File: src/rtl/lsu_pkg.sv
`timescale 1ns/1ps
package lsu_pkg;
    localparam int XLEN    = 32;
    localparam int OFF_W   = 12;
    localparam int LANES   = XLEN / 8;
    localparam int LANE_W  = $clog2(LANES);
    localparam int WADDR_W = XLEN - LANE_W;
    localparam int SHAMT_W = LANE_W + 3;

    typedef enum logic [1:0] {
        SZ_BYTE = 2'd0,
        SZ_HALF = 2'd1,
        SZ_WORD = 2'd2,
        SZ_RSVD = 2'd3
    } size_e;

    typedef enum logic [1:0] {
        ST_IDLE   = 2'd0,
        ST_FIRST  = 2'd1,
        ST_SECOND = 2'd2
    } seq_state_e;

    typedef struct packed {
        logic              store;
        size_e             size;
        logic              unsgn;
        logic [XLEN-1:0]   ea;
        logic [XLEN-1:0]   wdata;
    } access_t;

    typedef struct packed {
        logic [WADDR_W-1:0] waddr;
        logic [LANES-1:0]   be_lo;
        logic [LANES-1:0]   be_hi;
        logic [XLEN-1:0]    wd_lo;
        logic [XLEN-1:0]    wd_hi;
        logic               split;
    } lane_plan_t;

    function automatic logic [LANES-1:0] size_mask(input size_e sz);
        logic [LANES-1:0] m;
        m = '0;
        case (sz)
            SZ_BYTE: m[0]   = 1'b1;
            SZ_HALF: m[1:0] = 2'b11;
            default: m      = '1;
        endcase
        return m;
    endfunction

    function automatic int size_bytes(input size_e sz);
        case (sz)
            SZ_BYTE: return 1;
            SZ_HALF: return 2;
            default: return LANES;
        endcase
    endfunction

    function automatic logic [XLEN-1:0] widen(input logic [XLEN-1:0] raw,
                                              input size_e sz,
                                              input logic unsgn);
        logic [XLEN-1:0] r;
        case (sz)
            SZ_BYTE: r = {{(XLEN-8){raw[7] & ~unsgn}}, raw[7:0]};
            SZ_HALF: r = {{(XLEN-16){raw[15] & ~unsgn}}, raw[15:0]};
            default: r = raw;
        endcase
        return r;
    endfunction
endpackage

File: src/rtl/lsu_ea_calc.sv
module lsu_ea_calc import lsu_pkg::*; (
    input  logic [XLEN-1:0]  base,
    input  logic [OFF_W-1:0] offset,
    output logic [XLEN-1:0]  ea
);
    localparam int EXT_W = XLEN - OFF_W;

    assign ea = base + {{EXT_W{offset[OFF_W-1]}}, offset};
endmodule

File: src/rtl/lsu_lane_plan.sv
module lsu_lane_plan import lsu_pkg::*; (
    input  logic            clk,
    input  logic            rst,
    input  logic            active,
    input  logic [XLEN-1:0] ea,
    input  size_e           size,
    input  logic [XLEN-1:0] wdata,
    output lane_plan_t      plan
);
    logic [LANE_W-1:0]  offs;
    logic [SHAMT_W-1:0] bit_shift;
    logic [2*LANES-1:0] mask2;
    logic [2*XLEN-1:0]  data2;

    always_comb begin
        offs      = ea[LANE_W-1:0];
        bit_shift = {offs, 3'b000};
        mask2     = {{LANES{1'b0}}, size_mask(size)} << offs;
        data2     = {{XLEN{1'b0}}, wdata} << bit_shift;
        plan.waddr = ea[XLEN-1:LANE_W];
        plan.be_lo = mask2[LANES-1:0];
        plan.be_hi = mask2[2*LANES-1:LANES];
        plan.wd_lo = data2[XLEN-1:0];
        plan.wd_hi = data2[2*XLEN-1:XLEN];
        plan.split = |mask2[2*LANES-1:LANES];
    end

    assert_byte_lane_R2: assert property (@(posedge clk) disable iff (rst)
        (active && size == SZ_BYTE) |-> ($onehot(plan.be_lo) && plan.be_hi == '0));

    assert_lane_count_R3: assert property (@(posedge clk) disable iff (rst)
        active |-> ($countones({plan.be_hi, plan.be_lo}) == size_bytes(size)));

    assert_aligned_single_R8: assert property (@(posedge clk) disable iff (rst)
        (active && ea[LANE_W-1:0] == '0) |-> !plan.split);
endmodule

File: src/rtl/lsu_load_merge.sv
module lsu_load_merge import lsu_pkg::*; (
    input  logic [XLEN-1:0]   lo_word,
    input  logic [XLEN-1:0]   hi_word,
    input  logic [LANE_W-1:0] offs,
    input  size_e             size,
    input  logic              unsgn,
    output logic [XLEN-1:0]   result
);
    logic [2*XLEN-1:0]  pair;
    logic [SHAMT_W-1:0] bit_shift;

    always_comb begin
        bit_shift = {offs, 3'b000};
        pair      = {hi_word, lo_word} >> bit_shift;
        result    = widen(pair[XLEN-1:0], size, unsgn);
    end
endmodule

File: src/rtl/lsu_seq.sv
module lsu_seq import lsu_pkg::*; (
    input  logic       clk,
    input  logic       rst,
    input  logic       start,
    input  logic       split,
    input  logic       mem_ready,
    output seq_state_e state,
    output logic       mem_req,
    output logic       hs_first_split,
    output logic       hs_last
);
    always_ff @(posedge clk) begin
        if (rst) begin
            state <= ST_IDLE;
        end else begin
            case (state)
                ST_IDLE:   if (start) state <= ST_FIRST;
                ST_FIRST:  if (mem_ready) state <= split ? ST_SECOND : ST_IDLE;
                ST_SECOND: if (mem_ready) state <= ST_IDLE;
                default:   state <= ST_IDLE;
            endcase
        end
    end

    assign mem_req        = (state != ST_IDLE);
    assign hs_first_split = (state == ST_FIRST) && mem_ready && split;
    assign hs_last        = mem_ready &&
                            ((state == ST_SECOND) || (state == ST_FIRST && !split));

    assert_wait_holds_R10: assert property (@(posedge clk) disable iff (rst)
        (mem_req && !mem_ready) |=> (mem_req && $stable(state)));
endmodule

File: src/rtl/lsu_lane_unit.sv
module lsu_lane_unit import lsu_pkg::*; (
    input  logic                clk,
    input  logic                rst,
    input  logic                req_valid,
    output logic                req_ready,
    input  logic                req_store,
    input  logic [1:0]          req_size,
    input  logic                req_unsigned,
    input  logic [XLEN-1:0]     req_base,
    input  logic [OFF_W-1:0]    req_offset,
    input  logic [XLEN-1:0]     req_wdata,
    output logic                resp_valid,
    output logic [XLEN-1:0]     resp_rdata,
    output logic                busy,
    output logic                mem_req,
    output logic                mem_we,
    output logic [WADDR_W-1:0]  mem_addr,
    output logic [LANES-1:0]    mem_be,
    output logic [XLEN-1:0]     mem_wdata,
    input  logic                mem_ready,
    input  logic [XLEN-1:0]     mem_rdata
);
    seq_state_e      state;
    logic            start;
    logic            hs_first_split;
    logic            hs_last;
    logic            second;
    logic [XLEN-1:0] ea;
    access_t         acc_q;
    lane_plan_t      plan;
    logic [XLEN-1:0] lo_q;
    logic [XLEN-1:0] merge_lo;
    logic [XLEN-1:0] merge_hi;
    logic [XLEN-1:0] load_val;

    assign req_ready = (state == ST_IDLE);
    assign start     = req_valid && req_ready;
    assign second    = (state == ST_SECOND);

    lsu_ea_calc u_ea (
        .base   (req_base),
        .offset (req_offset),
        .ea     (ea)
    );

    lsu_lane_plan u_plan (
        .clk    (clk),
        .rst    (rst),
        .active (state != ST_IDLE),
        .ea     (acc_q.ea),
        .size   (acc_q.size),
        .wdata  (acc_q.wdata),
        .plan   (plan)
    );

    lsu_seq u_seq (
        .clk            (clk),
        .rst            (rst),
        .start          (start),
        .split          (plan.split),
        .mem_ready      (mem_ready),
        .state          (state),
        .mem_req        (mem_req),
        .hs_first_split (hs_first_split),
        .hs_last        (hs_last)
    );

    assign merge_lo = plan.split ? lo_q : mem_rdata;
    assign merge_hi = plan.split ? mem_rdata : '0;

    lsu_load_merge u_merge (
        .lo_word (merge_lo),
        .hi_word (merge_hi),
        .offs    (acc_q.ea[LANE_W-1:0]),
        .size    (acc_q.size),
        .unsgn   (acc_q.unsgn),
        .result  (load_val)
    );

    always_ff @(posedge clk) begin
        if (rst) begin
            acc_q      <= '0;
            lo_q       <= '0;
            resp_valid <= 1'b0;
            resp_rdata <= '0;
        end else begin
            if (start) begin
                acc_q.store <= req_store;
                acc_q.size  <= size_e'(req_size);
                acc_q.unsgn <= req_unsigned;
                acc_q.ea    <= ea;
                acc_q.wdata <= req_wdata;
            end
            if (hs_first_split) lo_q <= mem_rdata;
            resp_valid <= hs_last;
            if (hs_last) resp_rdata <= acc_q.store ? '0 : load_val;
        end
    end

    always_comb begin
        mem_we    = acc_q.store;
        mem_addr  = second ? plan.waddr + 1'b1 : plan.waddr;
        mem_be    = second ? plan.be_hi : plan.be_lo;
        mem_wdata = second ? plan.wd_hi : plan.wd_lo;
        busy      = second || (state == ST_FIRST && plan.split);
    end

    assert_stall_hold_R10: assert property (@(posedge clk) disable iff (rst)
        (mem_req && !mem_ready) |=> (mem_req && $stable(mem_addr) &&
                                     $stable(mem_be) && $stable(mem_wdata)));

    assert_next_word_R7: assert property (@(posedge clk) disable iff (rst)
        (second && $past(state) == ST_FIRST) |-> (mem_addr == $past(mem_addr) + 1'b1));

    assert_resp_after_hs_R11: assert property (@(posedge clk) disable iff (rst)
        resp_valid |-> $past(mem_req && mem_ready));

    assert_busy_ends_R9: assert property (@(posedge clk) disable iff (rst)
        $fell(busy) |-> resp_valid);

    assert_sign_fill_R4: assert property (@(posedge clk) disable iff (rst)
        (resp_valid && !acc_q.store && !acc_q.unsgn && acc_q.size == SZ_BYTE)
            |-> (resp_rdata[XLEN-1:8] == {(XLEN-8){resp_rdata[7]}}));

    assert_zero_fill_R5: assert property (@(posedge clk) disable iff (rst)
        (resp_valid && !acc_q.store && acc_q.unsgn && acc_q.size == SZ_HALF)
            |-> (resp_rdata[XLEN-1:16] == '0));
endmodule

File: config.mk
export PLATFORM = sky130hd
export DESIGN_NAME = lsu_lane_unit
export DESIGN_NICKNAME = d
export VERILOG_FILES = /design/src/rtl/lsu_pkg.sv /design/src/rtl/lsu_ea_calc.sv /design/src/rtl/lsu_lane_plan.sv /design/src/rtl/lsu_load_merge.sv /design/src/rtl/lsu_seq.sv /design/src/rtl/lsu_lane_unit.sv
export SDC_FILE = /design/constraint.sdc
export NUM_CORES = 1
export LEC_CHECK = 0
export CAP_MARGIN = 25
export CORE_MARGIN = 10
export CORE_UTILIZATION = 50
export CTS_BUF_LIST = sky130_fd_sc_hd__clkbuf_4 sky130_fd_sc_hd__clkbuf_8 sky130_fd_sc_hd__clkbuf_16
export CTS_CLUSTER_SIZE = 12
export DETAILED_ROUTE_END_ITERATION = 8
export GPL_TIMING_DRIVEN = 0
export PLACE_DENSITY = 0.77
export REMOVE_ABC_BUFFERS = 1
export SETUP_SLACK_MARGIN = 0.5
export SLEW_MARGIN = 10
export SYNTH_ARGS = -nofsm -noshare
export SYNTH_HDL_FRONTEND = slang
export SYNTH_HIERARCHICAL = 1
export SYNTH_SLANG_ARGS = --single-unit
File: constraint.sdc
create_clock -name clk -period 4.4 [get_ports clk]
set_input_delay 0.66 -clock clk [delete_from_list [all_inputs] [get_ports clk]]
set_output_delay 0.66 -clock clk [all_outputs]
set_load 0.01 [all_outputs]
# [Word-level counts from Yosys, hierarchy flattened]
# Cells that the tools add are included.
[word_totals] register_bits=135 input_bits=116 output_inout_bits=103 elab_cells=52
[op_classes] add_sub_neg=2 eq_ne=6 shifts=3 n_mux=14 bitwise_logic=3 reduce_logical=15
[op_table] cell="$mux 32" n=4
[op_table] cell="$pmux 32 s2" n=1
[op_table] cell="$shl 32x5->64" n=1
[op_table] cell="$shr 64x5->32" n=1
[op_table] cell="$add 32x32->32" n=1
[op_table] cell="$add 30x1->30 const B" n=1
[op_table] cell="$mux 30" n=1
[op_table] cell="$mux 2" n=5
[op_table] cell="$shl 4x2->8" n=1
[op_table] cell="$logic_and 1x1->1" n=6
[op_table] cell="$pmux 2 s3" n=1
[op_table] cell="$eq 2x1->1 const B" n=2
[op_table] cell="$logic_not 2->1" n=2
[op_table] cell="$mux 4" n=1
[op_table] cell="$ne 2x2->1 const B" n=2
[op_table] cell="$reduce_or 4->1" n=1
[op_table] cell="$reduce_and 3->1" n=1
[op_table] cell="$and 1x1->1" n=2
[op_table] cell="$eq 2x2->1 const B" n=1
[op_table] cell="$logic_or 1x1->1" n=2
[op_table] cell="$ne 2x1->1 const B" n=1
[op_table] cell="$reduce_bool 2->1" n=1
[op_table] cell="$reduce_or 2->1" n=1
[op_table] cell="$logic_not 1->1" n=1
[op_table] cell="other kinds (2)" n=2

# [Logic depth before layout (Yosys ltp)]
# Gate-level depths: netlist of run 1.
[depth] word_depth=10 mapped_depth=13 ltp_nobuf=11

# [Hierarchy]
# Netlist of run 1, hierarchy kept.
[by_module_without_submodules] module="lsu_lane_unit" n_inst=1 cells_each=740 area_per_inst_um2=6273.5 seq_area_each_um2=2662.6
[by_module_without_submodules] module="lsu_ea_calc" n_inst=1 cells_each=241 area_per_inst_um2=1744.2 seq_area_each_um2=0.0
[by_module_without_submodules] module="lsu_load_merge" n_inst=1 cells_each=101 area_per_inst_um2=1109.8 seq_area_each_um2=0.0
[by_module_without_submodules] module="lsu_lane_plan" n_inst=1 cells_each=148 area_per_inst_um2=1101.1 seq_area_each_um2=0.0
[by_module_without_submodules] module="lsu_seq" n_inst=1 cells_each=12 area_per_inst_um2=117.6 seq_area_each_um2=40.0

# [Worst setup path before layout of run 1]
# OpenSTA, ideal clock, no wires.
[synth_timing] path_kind="register to register" startpoint="reg acc_q[32] (netlist name)" endpoint="reg resp_rdata[21]" setup_ps=128 t_arrival_ps=2986 required_time_ps=4272 path_slack_ps=1286 stages_incl_launch_ff=14 n_path_buf=5 path_cell_list="dfxtp_1 -> buf_6 -> buf_6 -> a21o_1 -> a22o_1 -> buf_2 -> buf_1 -> mux2_2 -> mux4_1 -> mux2i_4 -> buf_6 -> o21ai_1 -> a21oi_1 -> nor2_1"
[synth_lines] element="end signal, assigned" line="lsu_lane_unit.sv:96" text="if (hs_last) resp_rdata <= acc_q.store ? '0 : load_val;"
[synth_lines] element="end, declared" line="lsu_lane_unit.sv:13" text="output logic [XLEN-1:0] resp_rdata,"

==> results of run 1 <==
flip-flops by register name, summed over array words and instances, names as in the netlist:
name	flops
mem_we	1
resp_valid	1
acc_q	67
u_seq/state	2
lo_q	32
resp_rdata	32
what timing repair did:
| action | 4_1_cts | 5_1_grt |
|---|---|---|
| gates resized for setup | 0 | 1 |
| hold buffers | 0 | 0 |
| setup endpoints to repair | 0 | 18 |
| setup buffers | 0 | 0 |
| hold endpoints to repair | 0 | 0 |
through the flow:
stage / cells / area (um^2) / utilization / total power, mW
final: 1644 / 13010 / 0.6430 / 4.022
after CTS: 1638 / 12970 / 0.6412 / 4.042
after global placement: 1598 / 12120 / 0.5988 / 2.480
after floorplan: 1110 / 9595 / - / 2.039
after global routing: 1642 / 13010 / 0.6428 / 4.214
after detailed placement: 1606 / 12340 / 0.6096 / 2.495
final cells by class:
class / instances / area (um^2) / area share
clock buffers: 23 / 501.7 / 0.03856
diodes: 4 / 10.01 / 0.0007693
flip-flops and latches: 135 / 2710 / 0.2083
repair buffers: 227 / 2380 / 0.1829
inverters: 8 / 31.28 / 0.002404
well taps: 270 / 337.8 / 0.02596
multi-input cells: 968 / 6904 / 0.5306
clock inverters: 9 / 136.4 / 0.01048
layer usage:
| metal | share of wire | global-route usage | vias up |
|---|---|---|---|
| li1 | - | - | 4553 |
| met1 | 0.42 | 0.2609 | 4415 |
| met2 | 0.49 | 0.3530 | 278 |
| met3 | 0.071 | 0.04782 | 41 |
| met4 | 0.022 | 0.07474 | 2 |
| met5 | 0.00044 | 0 | - |
critical path: stages, from the launching register on:
cell and delay (ns):
dfxtp_4 0.58, buf_16 0.35, nor2b_1 0.71, o2bb2ai_1 0.18
mux2_2 0.16, clkdlybuf4s50_1 0.57
worst paths after layout:
path / from / to / slack, ns / cells after the start
worst max register to register: acc_q[32] / resp_rdata[23] / 0.82 / 10
worst max-delay path: acc_q[32] / mem_wdata[1] / 0.71 / 5
worst min-delay path: acc_q[63] / acc_q[63] / 0.47 / 2
worst min register to register: acc_q[63] / acc_q[63] / 0.47 / 2
report_power, final:
group          switching [mW]  leakage, nW  internal (mW)
Clock                   0.564        0.310          0.979
Combinational           0.543         3.56          0.562
Sequential             0.0832         1.10           1.29
Total                    1.19         4.98           2.83
==> out/metrics.cfg, run 1 <==
[drt]
viasPerCell = 5.650
drt-total-wl_mm = 29.51
drt_iter0_markers = 630
drc = 0
num_vias = 9289
routedWlPerCell_um = 17.95
firstDrtPassIters = 5
antenna_left = 0

[grt]
antenna_found_initial = 4
grtUsageTotal = 0.2111
grt_remaining_overflow = 0
grt_pass1_wl_mm = 46.29
grt_pass1_vias = 8966
grt_max_degree = 96

[power]
leakage_nw = 4.976
peakVddDrop_uv = 220.9
power_density_nw_per_um2 = 309.1

[finish]
layout-drive-gt1-share = 0.1277
layout_common_cells = clkdlybuf4s50_1 (217), nand2_1 (191), dfxtp_1 (133)
nets = 1506
final_common_cell = clkdlybuf4s50_1
nFillCells = 1792
area_delta_synth_final_pct = 26.42

[clock_network]
numCtsBuffers = 17
clk_latency_ns = 0.42
h-tree-depth = 4
cts_num_sinks = 135
cts_tree = yes
root_buffer = clkbuf_16
ctsLongestPathBuffers = 2
clk_pin_slew_worst_paths_ns = 0.06

[floorplan]
ioPinCount = 219
rows = 52
die_h_um = 163.5
die-area_um2 = 26720
die_w_um = 163.5
initial_utilization = 0.5087
core_region_area_um2 = 20230

[worst_setup_path]
critical_path.endpoint_type = output port
startpoint_type = register
critPathArrivalTime_ns = 3.03
worst-path-max-fanout = 58
required_ns = 3.74
crit_type = register to output port

[timing]
rsz0062_at_grt = no
tightest_slew_ns = 0.8410
setup_ws_ns = 0.7067
hold_slack_ns = 0.4666
tns_ns = 0
final.min_clock_period_ns = 3.693
fmaxAchievable_ghz = 0.2708
hold_viol = 0
period_share = 0.8394
slew_headroom = 0.4376
fin_skew_ns = 0.01184
finalSetupViolCount = 0
drv_slew = 0

[placed_design]
numPortBuffers = 218
dpl.hpwl_mm = 20.96
dp_slack_ns = 0.3908
gp_congestion = 0.8957

[yosys]
avgSynthCellArea_um2 = 8.347
postSynthCellCount = 1233
syn-cell-area_um2 = 10290
yosysWarnings = 6

[flow_run]
maxCapViolCount = 0

[outcome]
outcome = finished clean

[hold_path]
hp-class = register to register

Note: power is estimated with default switching activity, not from simulation.
==> run 2, diff against run 1 <==
--- a/config.mk
+++ b/config.mk
@@ -7,7 +7,7 @@
 export LEC_CHECK = 0
 export CAP_MARGIN = 25
 export CORE_MARGIN = 10
-export CORE_UTILIZATION = 50
+export CORE_UTILIZATION = 48
 export CTS_BUF_LIST = sky130_fd_sc_hd__clkbuf_4 sky130_fd_sc_hd__clkbuf_8 sky130_fd_sc_hd__clkbuf_16
 export CTS_CLUSTER_SIZE = 12
 export DETAILED_ROUTE_END_ITERATION = 8
==> constraint.sdc (replaced) <==
create_clock -name clk -period 3.1 [get_ports clk]
set_input_delay 0.465 -clock clk [delete_from_list [all_inputs] [get_ports clk]]
set_output_delay 0.465 -clock clk [all_outputs]
set_load 0.01 [all_outputs]
==> run 2 against run 1 <==
  * Count of clock-buffer cells in the layout fell by 2
  * Hold slack got worse by 0.095 ns
  * Via count rose by 8.2%
  * Core utilization rose by 3.9 points
  * Register-to-register slack got worse by 0.51 ns
  * Flip-flop and latch count did not move
  * Combinational power rose by 68%
  * Design area rose by 11%
  * Clock power rose by 33%
  * Global-route usage rose by 1.4 points
  * Wire length rose by 15%
  * Worst setup slack got worse by 0.40 ns
==> out/metrics.cfg, run 2 (synthesized netlist as in run 1, its figures left out) <==
[outcome]
outcome = finished clean

[hold_path]
worstHoldStart = rst
hold_path_end = lo_q[4]
hp-class = input port to register
worstHoldPathCells = 2

[clock_network]
root_buffer = clkbuf_16
clk_pin_slew_worst_paths_ns = 0.07
clk_latency_ns = 0.43
numCtsBuffers = 17
cts_num_sinks = 135
h-tree-depth = 4
cts_tree = yes
ctsLongestPathBuffers = 2

[timing]
period_share = 0.9000
rsz0062_at_grt = yes
hold_viol = 0
final.min_clock_period_ns = 2.790
finalSetupViolCount = 0
hold_slack_ns = 0.3714
drv_slew = 0
slew_headroom = 0.4314
fmaxAchievable_ghz = 0.3584
tightest_slew_ns = 0.8529
fin_skew_ns = 0.01461
setup_ws_ns = 0.3100

[floorplan]
ioPinCount = 219
rows = 53
die-area_um2 = 27700
core_region_area_um2 = 21090
die_h_um = 166.4
initial_utilization = 0.4881
die_w_um = 166.4

[grt]
grt_pass1_vias = 9746
grt_remaining_overflow = 0
grt_pass1_wl_mm = 52.11
grtUsageTotal = 0.2252
antenna_found_initial = 3
grt_max_degree = 100

[power]
clkPwrFrac = 0.349
seq_power_share = 0.333
leakage_nw = 5.835
peakVddDrop_uv = 308.6
comb_power_share = 0.318
swShare = 0.3223
power_density_nw_per_um2 = 408.6
p_sw_mw = 1.894
p_int_mw = 3.982

[drt]
drt_iter0_markers = 838
top_layer = met4
firstDrtPassIters = 5
num_vias = 10050
antenna_left = 0
drc = 0
routedWlPerCell_um = 19.68
met1_length_mm = 13.81
dr_wl_met3_mm = 2.415
drt-total-wl_mm = 34.07
dr_wl_met2_mm = 16.85
viasPerCell = 5.805

[placed_design]
dpl.cell_count = 1611
gp_congestion = 0.8831
numPortBuffers = 218
dp_slack_ns = -0.9514
dpl.hpwl_mm = 20.86

[worst_setup_path]
crit_type = register to register
r2r_cells = 12
critPathArrivalTime_ns = 3.08
required_ns = 3.39
r2r_slack_ns = 0.31
critical_path.endpoint_type = register
startpoint_type = register
r2r-start = acc_q[32]
worst-path-max-fanout = 5
reg2reg_to = resp_rdata[24]

[finish]
largest_reg_flops = 67
fin_util = 0.6819
layout-drive-gt1-share = 0.2670
nets = 1589
layout_common_cells = nand2_1 (190), clkdlybuf4s50_1 (132), dfxtp_1 (118)
top_regs = acc_q: 67 flops, lo_q: 32 flops, resp_rdata: 32 flops
area_delta_synth_final_pct = 39.70
finalNonFillerCells = 1731
final_common_cell = nand2_1
top_register = acc_q

[flow_run]
maxCapViolCount = 0

[run 2: metal layers]
layer  up-vias  global-route usage
met3        72             0.05013
met2       441              0.3763
met4         0             0.08782
li1       4711                   -
met5         -                   0
met1      4825              0.2759
[run 2: layout make-up]
class | instances | area (um^2)
clock inverter | 11 | 113.9
multi-input combinational | 968 | 7510
clock buffer | 21 | 474.2
fill | 1616 | 6709
inverter | 8 | 37.54
sequential | 135 | 2751
antenna | 3 | 7.507
timing repair buffer | 310 | 3141
tap | 275 | 344.1
[run 2: power groups by stage]
stage | sequential, mW | combinational (mW) | clock, mW
final | 1.96 | 1.87 | 2.05
after global routing | 1.97 | 2.01 | 2.17
after CTS | 1.96 | 1.68 | 2.08
after detailed placement | 2.01 | 1.52 | 0
after global placement | 2.03 | 1.49 | 0
after floorplan | 2.00 | 0.899 | 0
[run 2: worst max path at each step]
stage | start | endpoint | slack [ns] | cells after the start
global placement | acc_q[32] | lo_q[11] | -4.45 | 5
floorplan | acc_q[32] | lo_q[0] | -2.66 | 5
finish | acc_q[32] | resp_rdata[24] | 0.31 | 12
global route | acc_q[32] | resp_rdata[30] | 0.23 | 12
CTS | acc_q[32] | resp_rdata[22] | 0.34 | 11
detailed placement | req_offset[11] | acc_q[63] | -0.95 | 11
[run 2: what timing repair did]
item	in CTS	in global routing
pin swaps	36	34
hold buffers	0	0
gates cloned	7	3
setup buffers	51	24
setup endpoints to repair	189	78
gates resized for setup	203	124
[run 2: per-stage QoR]
step | TNS (ns) | total power, mW | instance area (um^2)
5_1_grt | 0 | 6.145 | 14380
3_3_place_gp | -607.32 | 3.518 | 12120
2_1_floorplan | -232.47 | 2.894 | 9595
3_5_place_dp | -31.67 | 3.528 | 12320
6_report | 0 | 5.875 | 14380
4_1_cts | 0 | 5.721 | 13820
[run 2: worst max-delay path, stage by stage (launching register included)]
cell and delay (ns):
dfxtp_4 0.38, buf_16 0.14, a21o_1 0.18, a22o_4 0.26, buf_6 0.13, mux2_4 0.32, mux4_2 0.52, mux2i_4 0.19
buf_12 0.15, clkbuf_16 0.14, o21ai_2 0.05, a21oi_1 0.16, nor2_1 0.05
